==> config.mk <==
export PLATFORM = sky130hd
export DESIGN_NAME = pmul_unit
export DESIGN_NICKNAME = d
export VERILOG_FILES = /design/src/rtl/pmul_pkg.sv /design/src/rtl/pmul_lane.sv /design/src/rtl/pmul_format.sv /design/src/rtl/pmul_unit.sv
export SDC_FILE = /design/constraint.sdc
export NUM_CORES = 2
export LEC_CHECK = 0
export BUFFER_PORTS_ARGS = -buffer_cell sky130_fd_sc_hd__buf_2
export CAP_MARGIN = 40
export CELL_PAD_IN_SITES_DETAIL_PLACEMENT = 0
export CELL_PAD_IN_SITES_GLOBAL_PLACEMENT = 1
export CORE_MARGIN = 3
export CORE_UTILIZATION = 50
export DETAILED_ROUTE_END_ITERATION = 16
export PLACE_DENSITY = 0.8
export REMOVE_ABC_BUFFERS = 1
export SLEW_MARGIN = 20
export SYNTH_ARGS = -nofsm -noshare
export SYNTH_HDL_FRONTEND = slang
export SYNTH_SLANG_ARGS = --single-unit
==> constraint.sdc <==
create_clock -name clk -period 9.15 [get_ports clk]
set_input_delay 0.915 -clock clk [delete_from_list [all_inputs] [get_ports clk]]
set_output_delay 0.915 -clock clk [all_outputs]
set_load 0.05 [all_outputs]
==> src/rtl/pmul_pkg.sv <==
// pmul_pkg: shared operation codes for the packed lane multiplier.
// Assumes a two-bit code; the fourth code is reserved and yields zero.
package pmul_pkg;
    typedef enum logic [1:0] {
        PM_LO   = 2'b00,
        PM_HI   = 2'b01,
        PM_MADD = 2'b10,
        PM_RSVD = 2'b11
    } pmul_op_e;
endpackage

==> src/rtl/pmul_lane.sv <==
// pmul_lane: one signed LW x LW multiplier with a registered product.
// Assumes the caller enables it only on issued operations; the product
// register needs no reset because the valid pipeline qualifies it.
module pmul_lane #(
    parameter int LW = 16,
    localparam int PW = 2 * LW
) (
    input  logic                 clk,
    input  logic                 en,
    input  logic signed [LW-1:0] a,
    input  logic signed [LW-1:0] b,
    output logic signed [PW-1:0] prod_q
);
    // Capture the full-width signed product of an issued operation.
    always_ff @(posedge clk) begin
        if (en) begin
            prod_q <= a * b;
        end
    end
endmodule

==> src/rtl/pmul_format.sv <==
// pmul_format: second stage. It turns the lane products into the selected
// result format and registers the result with its valid bit.
// Assumes an even lane count, so lanes pair up for the reduction.
module pmul_format
    import pmul_pkg::*;
#(
    parameter int LW    = 16,
    parameter int LANES = 4,
    localparam int PW    = 2 * LW,
    localparam int DW    = LW * LANES,
    localparam int PAIRS = LANES / 2
) (
    input  logic                    clk,
    input  logic                    rst_n,
    input  logic                    v_in,
    input  pmul_op_e                op,
    input  logic [LANES*PW-1:0]     prods,
    output logic                    valid_out,
    output logic [DW-1:0]           result_out
);
    logic [DW-1:0] fmt;

    // Select or reduce the products according to the captured opcode.
    always_comb begin
        fmt = '0;
        case (op)
            PM_LO: begin
                for (int i = 0; i < LANES; i++) begin
                    fmt[i*LW +: LW] = prods[i*PW +: LW];
                end
            end
            PM_HI: begin
                for (int i = 0; i < LANES; i++) begin
                    fmt[i*LW +: LW] = prods[i*PW+LW +: LW];
                end
            end
            PM_MADD: begin
                for (int j = 0; j < PAIRS; j++) begin
                    fmt[j*PW +: PW] = prods[(2*j)*PW +: PW] + prods[(2*j+1)*PW +: PW];
                end
            end
            default: fmt = '0;
        endcase
    end

    // Register the output strobe; reset drops anything in flight.
    always_ff @(posedge clk) begin
        if (!rst_n) begin
            valid_out <= 1'b0;
        end else begin
            valid_out <= v_in;
        end
    end

    // Register the formatted result on valid operations only.
    always_ff @(posedge clk) begin
        if (!rst_n) begin
            result_out <= '0;
        end else if (v_in) begin
            result_out <= fmt;
        end
    end

    // a reserved code in stage two must leave a zero result behind.
    assert_rsvd_zero_R5: assert property (@(posedge clk) disable iff (!rst_n)
        (v_in && op == PM_RSVD) |=> (result_out == '0));
endmodule

==> src/rtl/pmul_unit.sv <==
// pmul_unit: packed signed lane multiplier with low, high and pair-sum
// formats. Stage one registers the lane products together with the opcode
// and valid bit; stage two formats and registers the result. Latency is
// two cycles, and the unit takes a new operation every cycle.
module pmul_unit
    import pmul_pkg::*;
#(
    parameter int LW    = 16,
    parameter int LANES = 4,
    localparam int PW    = 2 * LW,
    localparam int DW    = LW * LANES,
    localparam int PAIRS = LANES / 2
) (
    input  logic          clk,
    input  logic          rst_n,
    input  logic          valid_in,
    input  logic [1:0]    op_in,
    input  logic [DW-1:0] a_in,
    input  logic [DW-1:0] b_in,
    output logic          valid_out,
    output logic [DW-1:0] result_out
);
    logic                v1_q;
    pmul_op_e            op1_q;
    logic [LANES*PW-1:0] prods;

    // Carry the valid bit of stage one; reset clears it.
    always_ff @(posedge clk) begin
        if (!rst_n) begin
            v1_q <= 1'b0;
        end else begin
            v1_q <= valid_in;
        end
    end

    // Keep the opcode next to its own products.
    always_ff @(posedge clk) begin
        if (valid_in) begin
            op1_q <= pmul_op_e'(op_in);
        end
    end

    for (genvar g = 0; g < LANES; g++) begin : g_lane
        pmul_lane #(.LW(LW)) u_lane (
            .clk    (clk),
            .en     (valid_in),
            .a      (a_in[g*LW +: LW]),
            .b      (b_in[g*LW +: LW]),
            .prod_q (prods[g*PW +: PW])
        );
    end

    pmul_format #(.LW(LW), .LANES(LANES)) u_format (
        .clk        (clk),
        .rst_n      (rst_n),
        .v_in       (v1_q),
        .op         (op1_q),
        .prods      (prods),
        .valid_out  (valid_out),
        .result_out (result_out)
    );

    // Independent lane products of the present inputs, used only by the checks.
    logic signed [PW-1:0] ref_p [LANES];
    logic        [LW-1:0] ref_lo [LANES];
    logic        [LW-1:0] ref_hi [LANES];
    logic        [PW-1:0] ref_s [PAIRS];
    for (genvar g = 0; g < LANES; g++) begin : g_ref
        assign ref_p[g]  = $signed(a_in[g*LW +: LW]) * $signed(b_in[g*LW +: LW]);
        assign ref_lo[g] = ref_p[g][LW-1:0];
        assign ref_hi[g] = ref_p[g][PW-1:LW];
    end
    for (genvar j = 0; j < PAIRS; j++) begin : g_refsum
        assign ref_s[j] = ref_p[2*j] + ref_p[2*j+1];
    end

    for (genvar g = 0; g < LANES; g++) begin : g_chk
        // low format equals the low half of the signed product.
        assert_low_lane_R1: assert property (@(posedge clk) disable iff (!rst_n)
            ($past(rst_n) && $past(rst_n, 2) && $past(valid_in, 2) && $past(op_in, 2) == 2'b00)
            |-> (result_out[g*LW +: LW] == $past(ref_lo[g], 2)));
        // high format equals the high half of the signed product.
        assert_high_lane_R2: assert property (@(posedge clk) disable iff (!rst_n)
            ($past(rst_n) && $past(rst_n, 2) && $past(valid_in, 2) && $past(op_in, 2) == 2'b01)
            |-> (result_out[g*LW +: LW] == $past(ref_hi[g], 2)));
    end

    for (genvar j = 0; j < PAIRS; j++) begin : g_chks
        // each pair sum equals the wrapped sum of two products.
        assert_pair_sum_R3: assert property (@(posedge clk) disable iff (!rst_n)
            ($past(rst_n) && $past(rst_n, 2) && $past(valid_in, 2) && $past(op_in, 2) == 2'b10)
            |-> (result_out[j*PW +: PW] == $past(ref_s[j], 2)));
    end

    // a result appears exactly two edges after its issue.
    assert_latency_R6: assert property (@(posedge clk) disable iff (!rst_n)
        ($past(rst_n) && $past(rst_n, 2) && $past(valid_in, 2)) |-> valid_out);
    // no strobe without an issue two edges earlier.
    assert_no_spurious_R6: assert property (@(posedge clk) disable iff (!rst_n)
        ($past(rst_n) && $past(rst_n, 2) && !$past(valid_in, 2)) |-> !valid_out);
    // a reset edge leaves the output strobe low.
    assert_reset_clear_R8: assert property (@(posedge clk)
        !rst_n |=> !valid_out);
endmodule

==> results.cfg <==
[run_status]
run_status = completed

[global_routing]
top_usage_layer = met2
globalRouteMet3Util = 0.03218
grt_start_max_net_pins = 70
grt-ovfl-total = 0
grt_usage = 0.2506
grt_use_met1 = 0.3259
wire_length_of_the_first_global_routing_pass_um = 204400
antenna_found_initial = 4
groute.layer.met2.usage = 0.4461
grt_pass1_vias = 38523

[place]
port_buffers = 197
gpl.final_weighted_congestion = 0.9472
hpwlAfterDp_um = 102300

[setup_path]
number_of_buffer_and_inverter_stages_on_the_critical_path = 4
worst-endpoint-arrival_ps = 7090
required_ps = 9340
crit_fanout = 16
cp_slowest_cell = sky130_fd_sc_hd__fa_1
worst_setup_path_end_kind = flop
cp_cell_sequence = buf_2 > nand2_1 > inv_1 > fa_1 > fa_1 > fa_1 > fa_1 > fa_1 > inv_1 > fa_1 > inv_1 > ha_1 > nand4_1 > or3_1 > a211oi_1 > o31a_1 > nand4_1 > nand4b_1 > a21oi_1 > xnor2_1
worst_setup_path_start_kind = input pin
cpMostUsedCell = sky130_fd_sc_hd__fa_1
cpPeakStageDelay_ps = 910
criticalPathCategory = in2reg
critical_path.top_delay_family = adder cells

[floorplan]
num_rows = 114
floorplan.io_pins = 198
die-height_um = 320.8
floorplan.initialDensity = 0.5085
core_um2 = 97420
design.die.area_um2 = 102900
die_width_um = 320.8

[timing]
fin_setup_tns_ps = 0
period_share = 0.7531
max_freq_mhz = 145.1
report.final.setup_viol = 0
worstMarginPinSlew_ps = 803.1
timing.max_slew.rel_slack = 0.4646
fin_crit_ps = 6891
finalMaxSlewViolations = 0
finalHoldViolations = 0
fin_worst_skew_ps = 16.48
grt_setup_unrepaired = false
timing.hold.ws_ps = 475.6

[route]
initialDrtViolationCount = 1977
routed_wirelength_um = 124000
remaining_drc_errors = 0
route.vias.total = 35683
viasPerCell = 5.373
drt.antenna.violating_nets = 0
drt_pass1_iterations = 6
post_drt_wl_per_cell_um = 18.67

[clock_tree]
cts-root-to-sink-buffers = 2
clk-insertion-delay-late_ps = 460
clk_pin_slew_worst_paths_ps = 80
tritoncts = yes
clock_tree.root_cell = sky130_fd_sc_hd__clkbuf_16
cts_hold_buf = 0
tritoncts.num_buffers = 17
cts_resized = 0
cts_sinks = 196
ctsHtreeMaxLevel = 4
cts_setup_buffers = 0

[layout]
layout-area-overhead-vs-synth_pct = 5.224
antenna_cells_inserted = 0
finalCoreUtilization = 0.5350
nFillCells = 9057
design.final.nets = 6925
drive_above_1_share = 0.05182

[flow_run]
max_cap_violations = 0

[synth]
mappedNetlistArea_um2 = 49530
postSynthCellCount = 5302
yosys-top-cells-area = sky130_fd_sc_hd__fa_1 42%, sky130_fd_sc_hd__ha_1 9.9%, sky130_fd_sc_hd__inv_1 9.0%, sky130_fd_sc_hd__edfxtp_1 7.9%, sky130_fd_sc_hd__and2_1 6.3%
synth_commonest_cells = 1182 x sky130_fd_sc_hd__inv_1, 1050 x sky130_fd_sc_hd__fa_1, 569 x sky130_fd_sc_hd__nand2_1
synth_seq_cells = 196
synth-async-reset-ratio = 0
netlist.area_leader.share = 0.4244
synth_most_common_cell = sky130_fd_sc_hd__inv_1
synth-edff-count = 130
synth-seq-area-share = 0.1055
syn_area_per_cell_um2 = 9.342
postSynth.topFlopCell = sky130_fd_sc_hd__edfxtp_1
yosys_warnings = 0
synth_largest_area_cell = sky130_fd_sc_hd__fa_1
synth.distinct_cells = 83

[worst_hold_path]
min-delay-path-class = reg2reg
## placed cells by master (no fill, tap or decap), types with 63 or more instances in the layout
| cell type | netlist | final |
|---|---|---|
| sky130_fd_sc_hd__xnor2_1 | 140 | 140 |
| sky130_fd_sc_hd__o21ai_0 | 146 | 146 |
| sky130_fd_sc_hd__ha_1 | 390 | 390 |
| sky130_fd_sc_hd__a21o_1 | 63 | 63 |
| sky130_fd_sc_hd__edfxtp_1 | 130 | 130 |
| sky130_fd_sc_hd__nor2_1 | 187 | 185 |
| sky130_fd_sc_hd__dfxtp_1 | 66 | 65 |
| sky130_fd_sc_hd__buf_2 | 2 | 196 |
| sky130_fd_sc_hd__inv_1 | 1182 | 1181 |
| sky130_fd_sc_hd__nand2_1 | 569 | 569 |
| sky130_fd_sc_hd__and2_1 | 499 | 499 |
| sky130_fd_sc_hd__a21oi_1 | 190 | 190 |
| sky130_fd_sc_hd__fa_1 | 1050 | 1050 |
## flip-flops by register name (all words and copies together) (netlist names)
| register | flops |
|---|---|
| u_format.result_out | 64 |
| u_format.valid_out | 1 |
| g_lane.u_lane.prod_q | 128 |
| v1_q | 1 |
| op1_q | 2 |
## final cells by class
type,instances,area (µm²),area share
sequential,196,5229,0.1003
inverter,1182,4437,0.08512
tap,1276,1597,0.03063
timing repair buffer,209,1115,0.02139
clock buffer,17,425.4,0.008162
clock inverter,15,177.7,0.003409
multi-input combinational,3746,39140,0.7510
## layer usage
metal,share of wire,vias to the layer above
met5,0,-
met3,0.056,137
met4,0.023,0
met1,0.41,18300
li1,-,16375
met2,0.51,871
## path summary, 6_finish.rpt
| path | endpoint | slack (ps) | start | depth (start not counted) |
|---|---|---|---|---|
| setup / recovery | g_lane[3].u_lane.prod_q[31] | 2260 | a_in[63] | 20 |
| setup reg to reg | u_format.result_out[26] | 5530 | g_lane[1].u_lane.prod_q[0] | 11 |
| hold / removal | u_format.result_out[14] | 480 | u_format.result_out[14] | 1 |
| hold reg to reg | u_format.result_out[14] | 480 | u_format.result_out[14] | 1 |
## through the flow
step / worst slack (ps) / area, µm² / std cells
detailed placement: 1783 / 51500 / 6608
floorplan: 2655 / 48790 / 5124
global route: 1854 / 52120 / 6641
CTS: 2276 / 52100 / 6640
finish: 2259 / 52120 / 6641
global placement: 1846 / 51460 / 6606
## cells by family (layout without fill, tap and decap cells)
logic type	after synthesis	in the layout	synth area share
simple gates	1448	1448	0.1443
fa+ha+maj	1440	1440	0.5229
buf+inv	1360	1423	0.1045
compound gates	641	641	0.08318
flops	196	196	0.1055
xor+xnor	180	180	0.03183
mux	37	37	0.007856
Power is left out: the tool's default activity adds up to more than one toggle a clock period on the data nets, which glitch-free logic cannot reach.
